**src/rtl/undef_trap_pkg.sv**
```systemverilog
package undef_trap_pkg;
  localparam int MAX_WORDS = 8;
  localparam int SLOT_W = $clog2(MAX_WORDS);

  typedef enum logic [2:0] {
    CAUSE_NONE,
    CAUSE_ILLEGAL,
    CAUSE_LINEF,
    CAUSE_FPUNIMP,
    CAUSE_FPOFF
  } cause_e;

  typedef struct packed {
    logic       load;
    logic       step;
    logic [3:0] fmt;
    logic [7:0] vec;
    logic       useNext;
  } ctlStrobe_t;
endpackage

```
**src/rtl/undef_trap_ctl.sv**
```systemverilog
module undef_trap_ctl
  import undef_trap_pkg::*;
#(
  parameter logic [7:0]  VEC_SHARED = 8'd11,
  parameter logic [7:0]  VEC_ILL    = 8'd4,
  parameter logic [15:0] OP_ILLEGAL = 16'h4AFC
) (
  input  logic        clk,
  input  logic        rstN,
  input  logic        reqValid,
  input  logic [15:0] opWord,
  input  logic        fpInsn,
  input  logic        sysInsn,
  input  logic        movecInsn,
  input  logic        ctrlRegKnown,
  input  logic        otherUndef,
  input  logic        fpUnimpl,
  input  logic        fpuEnable,
  input  logic        bkptCycle,
  input  logic        xferAck,
  input  logic        xferErr,
  input  logic        wrReady,
  input  logic        lastWord,
  output ctlStrobe_t  strb,
  output logic        wrEn,
  output logic        busy,
  output logic        done
);
  typedef enum logic [1:0] {ST_IDLE, ST_WRITE, ST_FIN} state_e;
  state_e state;
  cause_e cause;
  logic bkptEnd;

  assign bkptEnd = bkptCycle && (xferAck || xferErr);

  // Priority: breakpoint end, then fixed-opcode / control-field checks, then 0xF nibble.
  always_comb begin
    cause = CAUSE_NONE;
    if (bkptEnd) begin
      cause = CAUSE_ILLEGAL;
    end else if (reqValid) begin
      if (opWord == OP_ILLEGAL || (movecInsn && !ctrlRegKnown)) begin
        cause = CAUSE_ILLEGAL;
      end else if (opWord[15:12] == 4'hF) begin
        if (sysInsn)          cause = CAUSE_NONE;
        else if (!fpInsn)     cause = CAUSE_LINEF;
        else if (!fpuEnable)  cause = CAUSE_FPOFF;
        else if (fpUnimpl)    cause = CAUSE_FPUNIMP;
      end else if (otherUndef) begin
        cause = CAUSE_ILLEGAL;
      end
    end
  end

  always_comb begin
    strb.load    = (state == ST_IDLE) && (cause != CAUSE_NONE);
    strb.step    = (state == ST_WRITE) && wrReady;
    strb.vec     = (cause == CAUSE_ILLEGAL) ? VEC_ILL : VEC_SHARED;
    strb.useNext = (cause == CAUSE_FPOFF) || (cause == CAUSE_FPUNIMP);
    unique case (cause)
      CAUSE_FPOFF:   strb.fmt = 4'd4;
      CAUSE_FPUNIMP: strb.fmt = 4'd2;
      default:       strb.fmt = 4'd0;
    endcase
  end

  always_ff @(posedge clk or negedge rstN) begin
    if (!rstN) begin
      state <= ST_IDLE;
    end else begin
      unique case (state)
        ST_IDLE:  if (strb.load) state <= ST_WRITE;
        ST_WRITE: if (wrReady && lastWord) state <= ST_FIN;
        default:  state <= ST_IDLE;
      endcase
    end
  end

  assign wrEn = (state == ST_WRITE);
  assign done = (state == ST_FIN);
  assign busy = (state != ST_IDLE);

  p_done_after_last_r11: assert property (@(posedge clk) disable iff (!rstN)
    done |-> $past(wrEn && wrReady && lastWord));
  p_no_early_idle_r11: assert property (@(posedge clk) disable iff (!rstN)
    wrEn |=> (wrEn || done));
  p_done_single_r11: assert property (@(posedge clk) disable iff (!rstN)
    done |=> !done && !wrEn);
endmodule

```
**src/rtl/undef_trap_dp.sv**
```systemverilog
module undef_trap_dp
  import undef_trap_pkg::*;
#(
  parameter logic [7:0] VEC_SHARED = 8'd11,
  parameter logic [2:0] MODE_PREDEC = 3'd4,
  parameter logic [2:0] SIZE_EXT = 3'd2
) (
  input  logic        clk,
  input  logic        rstN,
  input  ctlStrobe_t  strb,
  input  logic [15:0] srIn,
  input  logic [31:0] spIn,
  input  logic [31:0] curPc,
  input  logic [31:0] nextPc,
  input  logic [31:0] eaIn,
  input  logic [2:0]  eaMode,
  input  logic [2:0]  opSize,
  input  logic        memOperand,
  output logic [7:0]  vecNum,
  output logic [3:0]  frameFmt,
  output logic [31:0] stackedPc,
  output logic [31:0] wrAddr,
  output logic [15:0] wrData,
  output logic        lastWord
);
  logic [15:0] frameWords [MAX_WORDS];
  logic [15:0] newWords   [MAX_WORDS];
  logic [SLOT_W-1:0] slotIdx;
  logic [SLOT_W-1:0] topSlot;
  logic [31:0] eaField;
  logic [31:0] pcPick;

  always_comb begin
    if (!memOperand)                                    eaField = '0;
    else if (eaMode == MODE_PREDEC && opSize == SIZE_EXT) eaField = eaIn + 32'd8;
    else                                                eaField = eaIn;
  end

  assign pcPick = strb.useNext ? nextPc : curPc;

  always_comb begin
    newWords[0] = srIn;
    newWords[1] = pcPick[31:16];
    newWords[2] = pcPick[15:0];
    newWords[3] = {strb.fmt, 2'b00, strb.vec, 2'b00};
    newWords[4] = (strb.fmt == 4'd4) ? eaField[31:16] : curPc[31:16];
    newWords[5] = (strb.fmt == 4'd4) ? eaField[15:0]  : curPc[15:0];
    newWords[6] = curPc[31:16];
    newWords[7] = curPc[15:0];
    unique case (strb.fmt)
      4'd4:    topSlot = SLOT_W'(7);
      4'd2:    topSlot = SLOT_W'(5);
      default: topSlot = SLOT_W'(3);
    endcase
  end

  always_ff @(posedge clk or negedge rstN) begin
    if (!rstN) begin
      for (int i = 0; i < MAX_WORDS; i++) frameWords[i] <= '0;
      slotIdx   <= '0;
      wrAddr    <= '0;
      vecNum    <= '0;
      frameFmt  <= '0;
      stackedPc <= '0;
    end else if (strb.load) begin
      for (int i = 0; i < MAX_WORDS; i++) frameWords[i] <= newWords[i];
      slotIdx   <= topSlot;
      wrAddr    <= spIn - 32'd2;
      vecNum    <= strb.vec;
      frameFmt  <= strb.fmt;
      stackedPc <= pcPick;
    end else if (strb.step) begin
      slotIdx <= slotIdx - 1'b1;
      wrAddr  <= wrAddr - 32'd2;
    end
  end

  assign wrData   = frameWords[slotIdx];
  assign lastWord = (slotIdx == '0);

  p_addr_step_r9: assert property (@(posedge clk) disable iff (!rstN)
    strb.step |=> (wrAddr == $past(wrAddr) - 32'd2));
  p_shared_vec_r1: assert property (@(posedge clk) disable iff (!rstN)
    (frameFmt != 4'd0) |-> (vecNum == VEC_SHARED));
endmodule

```
**src/rtl/undef_trap_framer.sv**
```systemverilog
module undef_trap_framer
  import undef_trap_pkg::*;
#(
  parameter logic [7:0]  VEC_SHARED = 8'd11,
  parameter logic [7:0]  VEC_ILL    = 8'd4,
  parameter logic [15:0] OP_ILLEGAL = 16'h4AFC
) (
  input  logic        clk,
  input  logic        rstN,
  input  logic        reqValid,
  input  logic [15:0] opWord,
  input  logic        fpInsn,
  input  logic        sysInsn,
  input  logic        movecInsn,
  input  logic        ctrlRegKnown,
  input  logic        otherUndef,
  input  logic        fpUnimpl,
  input  logic        fpuEnable,
  input  logic        bkptCycle,
  input  logic        xferAck,
  input  logic        xferErr,
  input  logic [15:0] srIn,
  input  logic [31:0] spIn,
  input  logic [31:0] curPc,
  input  logic [31:0] nextPc,
  input  logic [31:0] eaIn,
  input  logic [2:0]  eaMode,
  input  logic [2:0]  opSize,
  input  logic        memOperand,
  input  logic        wrReady,
  output logic [7:0]  vecNum,
  output logic [3:0]  frameFmt,
  output logic [31:0] stackedPc,
  output logic        wrEn,
  output logic [31:0] wrAddr,
  output logic [15:0] wrData,
  output logic        busy,
  output logic        done
);
  ctlStrobe_t strb;
  logic lastWord;

  undef_trap_ctl #(.VEC_SHARED(VEC_SHARED), .VEC_ILL(VEC_ILL), .OP_ILLEGAL(OP_ILLEGAL)) u_ctl (
    .clk(clk), .rstN(rstN), .reqValid(reqValid), .opWord(opWord),
    .fpInsn(fpInsn), .sysInsn(sysInsn), .movecInsn(movecInsn),
    .ctrlRegKnown(ctrlRegKnown), .otherUndef(otherUndef), .fpUnimpl(fpUnimpl),
    .fpuEnable(fpuEnable), .bkptCycle(bkptCycle), .xferAck(xferAck),
    .xferErr(xferErr), .wrReady(wrReady), .lastWord(lastWord),
    .strb(strb), .wrEn(wrEn), .busy(busy), .done(done)
  );

  undef_trap_dp #(.VEC_SHARED(VEC_SHARED)) u_dp (
    .clk(clk), .rstN(rstN), .strb(strb), .srIn(srIn), .spIn(spIn),
    .curPc(curPc), .nextPc(nextPc), .eaIn(eaIn), .eaMode(eaMode),
    .opSize(opSize), .memOperand(memOperand), .vecNum(vecNum),
    .frameFmt(frameFmt), .stackedPc(stackedPc), .wrAddr(wrAddr),
    .wrData(wrData), .lastWord(lastWord)
  );

  p_hold_stall_r10: assert property (@(posedge clk) disable iff (!rstN)
    (wrEn && !wrReady) |=> (wrEn && $stable(wrAddr) && $stable(wrData)));
  p_busy_keeps_vec_r11: assert property (@(posedge clk) disable iff (!rstN)
    (busy && $past(busy)) |-> ($stable(vecNum) && $stable(frameFmt) && $stable(stackedPc)));
endmodule

```
**config.mk**
```make
export PLATFORM = sky130hd
export DESIGN_NAME = undef_trap_framer
export DESIGN_NICKNAME = d
export VERILOG_FILES = /design/src/rtl/undef_trap_pkg.sv /design/src/rtl/undef_trap_ctl.sv /design/src/rtl/undef_trap_dp.sv /design/src/rtl/undef_trap_framer.sv
export SDC_FILE = /design/constraint.sdc
export NUM_CORES = 1
export LEC_CHECK = 0
export BUFFER_PORTS_ARGS = -buffer_cell sky130_fd_sc_hd__buf_2
export CAP_MARGIN = 20
export CORE_MARGIN = 4
export CORE_UTILIZATION = 55
export CTS_BUF_LIST = sky130_fd_sc_hd__clkbuf_8
export CTS_CLUSTER_DIAMETER = 30
export DETAILED_ROUTE_END_ITERATION = 16
export PLACE_DENSITY = 0.84
export RECOVER_POWER = 100
export SYNTH_ARGS = -nofsm -noshare
export SYNTH_HDL_FRONTEND = slang
export SYNTH_SLANG_ARGS = --single-unit
```
**constraint.sdc**
```tcl
create_clock -name clk -period 4.4 [get_ports clk]
set_clock_uncertainty 0.05 [all_clocks]
set_input_delay 0.66 -clock clk [delete_from_list [all_inputs] [get_ports clk]]
set_output_delay 0.66 -clock clk [all_outputs]
set_load 0.02 [all_outputs]
```
==> key figures <==
Clock network
  – H-tree depth: 4
  – Root Buffer: clkbuf_8
  – CTS tree: built
  – Reg clk slew, reported paths: 0.08 ns
  – TritonCTS Sinks: 153
  – PostCTS Resize Cnt: 0
  – Cts hold-fix bufs: 0
  – Clock Latency Late Sink: 0.46 ns
  – TritonCTS Buffers: 17
  – Post-CTS Setup Inserts: 0
  – Clk buf depth: 2

Global route
  – Tot GR Track Use: 31.09%
  – Vias in the first global route: 8,789
  – Largest net degree at the start of global routing: 104
  – Initial antenna violation count: 8
  – GRT Residual Overflow: 0
  – First-pass GRT wire length: 49,030 um

Floorplanning
  – Die Y: 141.9 um
  – Die Width: 141.9 um
  – Core box area: 0.01742 mm2
  – Initial Util: 56.65%
  – Die footprint: 0.02014 mm2
  – I/O pin total: 276
  – Row count: 48

Logic synthesis
  – Syn avg cell area: 9.644 um2
  – Cell area after synthesis: 0.009866 mm2
  – Distinct cells, synth: 60
  – Async S/R FF share, synth: 100.0%
  – Yosys reg bits: 153
  – Seq/Total Area, Yosys: 38.81%
  – Top cells by area, synth: dfrtp_1, mux2_2, mux4_2
  – Synth warnings: 0
  – Synth top area share: 38.81%
  – Post-synth EDFFs: 0
  – Gate count of the mapped netlist: 1,023
  – Yosys top cell by area: dfrtp_1
  – Ys flop type: dfrtp_1

Detailed routing
  – DRC viols: 0
  – Via count: 9,464
  – Drt via density: 6.487
  – Routed Antenna Nets: 0
  – Final WL: 31,850 um
  – First-pass iteration count of the detailed router: 6
  – Drt initial violations: 1,144
  – WL/cell: 21.83 um

Placement
  – Dpl hpwl: 22,990 um
  – Port Buffers: 269
  – Placed cell count: 1,417
  – Routability Congestion: 1.016

Worst setup path
  – Crit Path Class: in2reg
  – CP Max Fanout: 7
  – Startpoint Class: input pin
  – Worst Path Arrival: 4.16 ns
  – Critical Path RT: 4.74 ns
  – CP Capture Type: flop

Power
  – Clock Power Share: 15.5%
  – Sw Pwr: 0.003273 W
  – Combinational share of power: 47.9%
  – Int Pwr: 0.004239 W
  – Leakage: 4.554 nW
  – Worst IR drop on VDD: 0.0004623 V
  – Tot Pwr: 0.007511 W
  – Power density over the cells: 659.6 mW/mm2
  – Reg power frac: 36.7%
  – Sw Share: 43.57%

Timing
  – Minimum clock period: 3.824 ns
  – # setup viols final: 0
  – Final hold violations: 0
  – Fmax: 261.5 MHz
  – Slew Limit Fails: 160
  – Tcrit/Tclk final: 86.91%
  – Hold WS: 0.3745 ns
  – Worst-Margin Slew: 2.605 ns
  – TNS Setup: 0 ns
  – Relative slew slack: -73.65%
  – RSZ-0062 raised after global routing: no

Final layout
  – Synth-to-layout area growth: 15.43%
  – Final cell count without fillers: 1,459
  – Nets: 1,399
  – Ratio of cells with drive above 1 in the final layout: 27.32%
  – Commonest non-fill, non-tap cell in the layout: buf_2
  – Most frequent cells in the layout: buf_2, dfrtp_1, clkbuf_1, nor3_1, mux2_2

Worst hold path
  – Hold Path Class: in2reg

Outcome
  – Violated checks: max-capacitance violations, max-slew violations
  – Status: finished, violations left

Run
  – Max-cap violations: 2
==> critical path: stages <==
cell,delay (ns)
buf_2,0.10
nand4_1,0.14
mux2i_1,0.46
a31oi_4,0.14
nor2_1,0.69
mux2i_1,0.28
ha_1,0.29
nor2b_1,0.35
nand4_1,0.25
or4_4,0.54
o211ai_2,0.07
o31a_1,0.17
==> cell families after synthesis <==
| logic type | after synthesis | share of synthesized area [%] |
|---|---|---|
| AND/OR/NAND/NOR | 350 | 19.84 |
| AO/OA/AOI/OAI | 194 | 12.43 |
| flip-flops | 153 | 38.81 |
| buffers and inverters | 140 | 7.204 |
| multiplexers | 117 | 15.50 |
| XOR/XNOR | 64 | 5.682 |
| adder cells (fa/ha/maj) | 4 | 0.5073 |
| other | 1 | 0.03801 |
==> routing by layer <==
layer	wire length, um	GRT usage [%]
met1	12480	43.16
met2	14620	45.91
met3	3712	9.241
met4	1018	12.93
met5	27	0
==> sequential cells by signal, summed over array words and instances, names as in the netlist <==
| register | cells |
|---|---|
| u_dp.frameWords | 111 |
| u_dp.wrAddr | 32 |
| u_dp.slotIdx | 3 |
| u_ctl.state | 2 |
| u_dp.frameFmt | 2 |
| u_dp.vecNum | 2 |
| u_dp.stackedPc | 1 |
==> path summary, 6_finish.rpt <==
check | startpoint | to | slack, ns | depth (start not counted)
worst max register to register | u_ctl.state[0] | u_dp.wrAddr[31] | 0.81 | 11
max in group asynchronous | rstN | u_dp.frameWords[122] | 1.00 | 2
worst max-delay path | opWord[12] | u_dp.wrAddr[31] | 0.58 | 12
min in group asynchronous | rstN | u_dp.frameWords[34] | 0.90 | 1
worst min-delay path | spIn[1] | u_dp.wrAddr[1] | 0.37 | 2
worst min register to register | u_dp.frameWords[20] | u_dp.frameWords[20] | 0.46 | 1
==> final cells by class <==
| type | instances | area (um2) |
|---|---|---|
| clock inverter | 10 | 142.6 |
| antenna | 8 | 20.02 |
| fill | 1417 | 6028 |
| clock buffer | 21 | 289.0 |
| sequential | 153 | 3829 |
| timing repair buffer | 288 | 1385 |
| multi-input combinational | 735 | 5370 |
| inverter | 19 | 71.32 |
| tap | 225 | 281.5 |
==> synth_stat cells, drive strengths merged (5+ instances only) <==
library cell and n:
a21oi 23, nor4 46, nor2 22, mux4 22, o31a 11, o21a 6, inv 19, nor2b 6
nand4 19, or4 11, xnor2 55, buf 60, o21ai 61, nand2 49, mux2 66, nor3 80
or3 10, nand4b 5, a31oi 55, nor4b 5, and4 6, a221oi 10, dfrtp 153, xor2 9
nand3 62, or2 6, a22oi 9, nand3b 5, mux2i 29, clkbuf 61
==> power groups by stage <==
stage          sequential, W  clock (W)  combinational (W)
4_1_cts              0.00271    0.00117            0.00368
3_5_place_dp         0.00274          0            0.00366
6_report             0.00275    0.00116            0.00360
5_1_grt              0.00284    0.00123            0.00386
2_1_floorplan        0.00267          0            0.00266
3_3_place_gp         0.00270          0            0.00358
==> metrics by stage <==
stage	cell area, um2	setup slack, ns	utilization, %
2_1_floorplan	9884	0.6631	-
3_3_place_gp	11060	0.6493	63.52
3_5_place_dp	11060	0.4850	63.52
4_1_cts	11490	0.8807	66.00
5_1_grt	11390	0.3606	65.37
6_report	11390	0.5760	65.39
No activity file was read; power rests on OpenSTA's default activity.
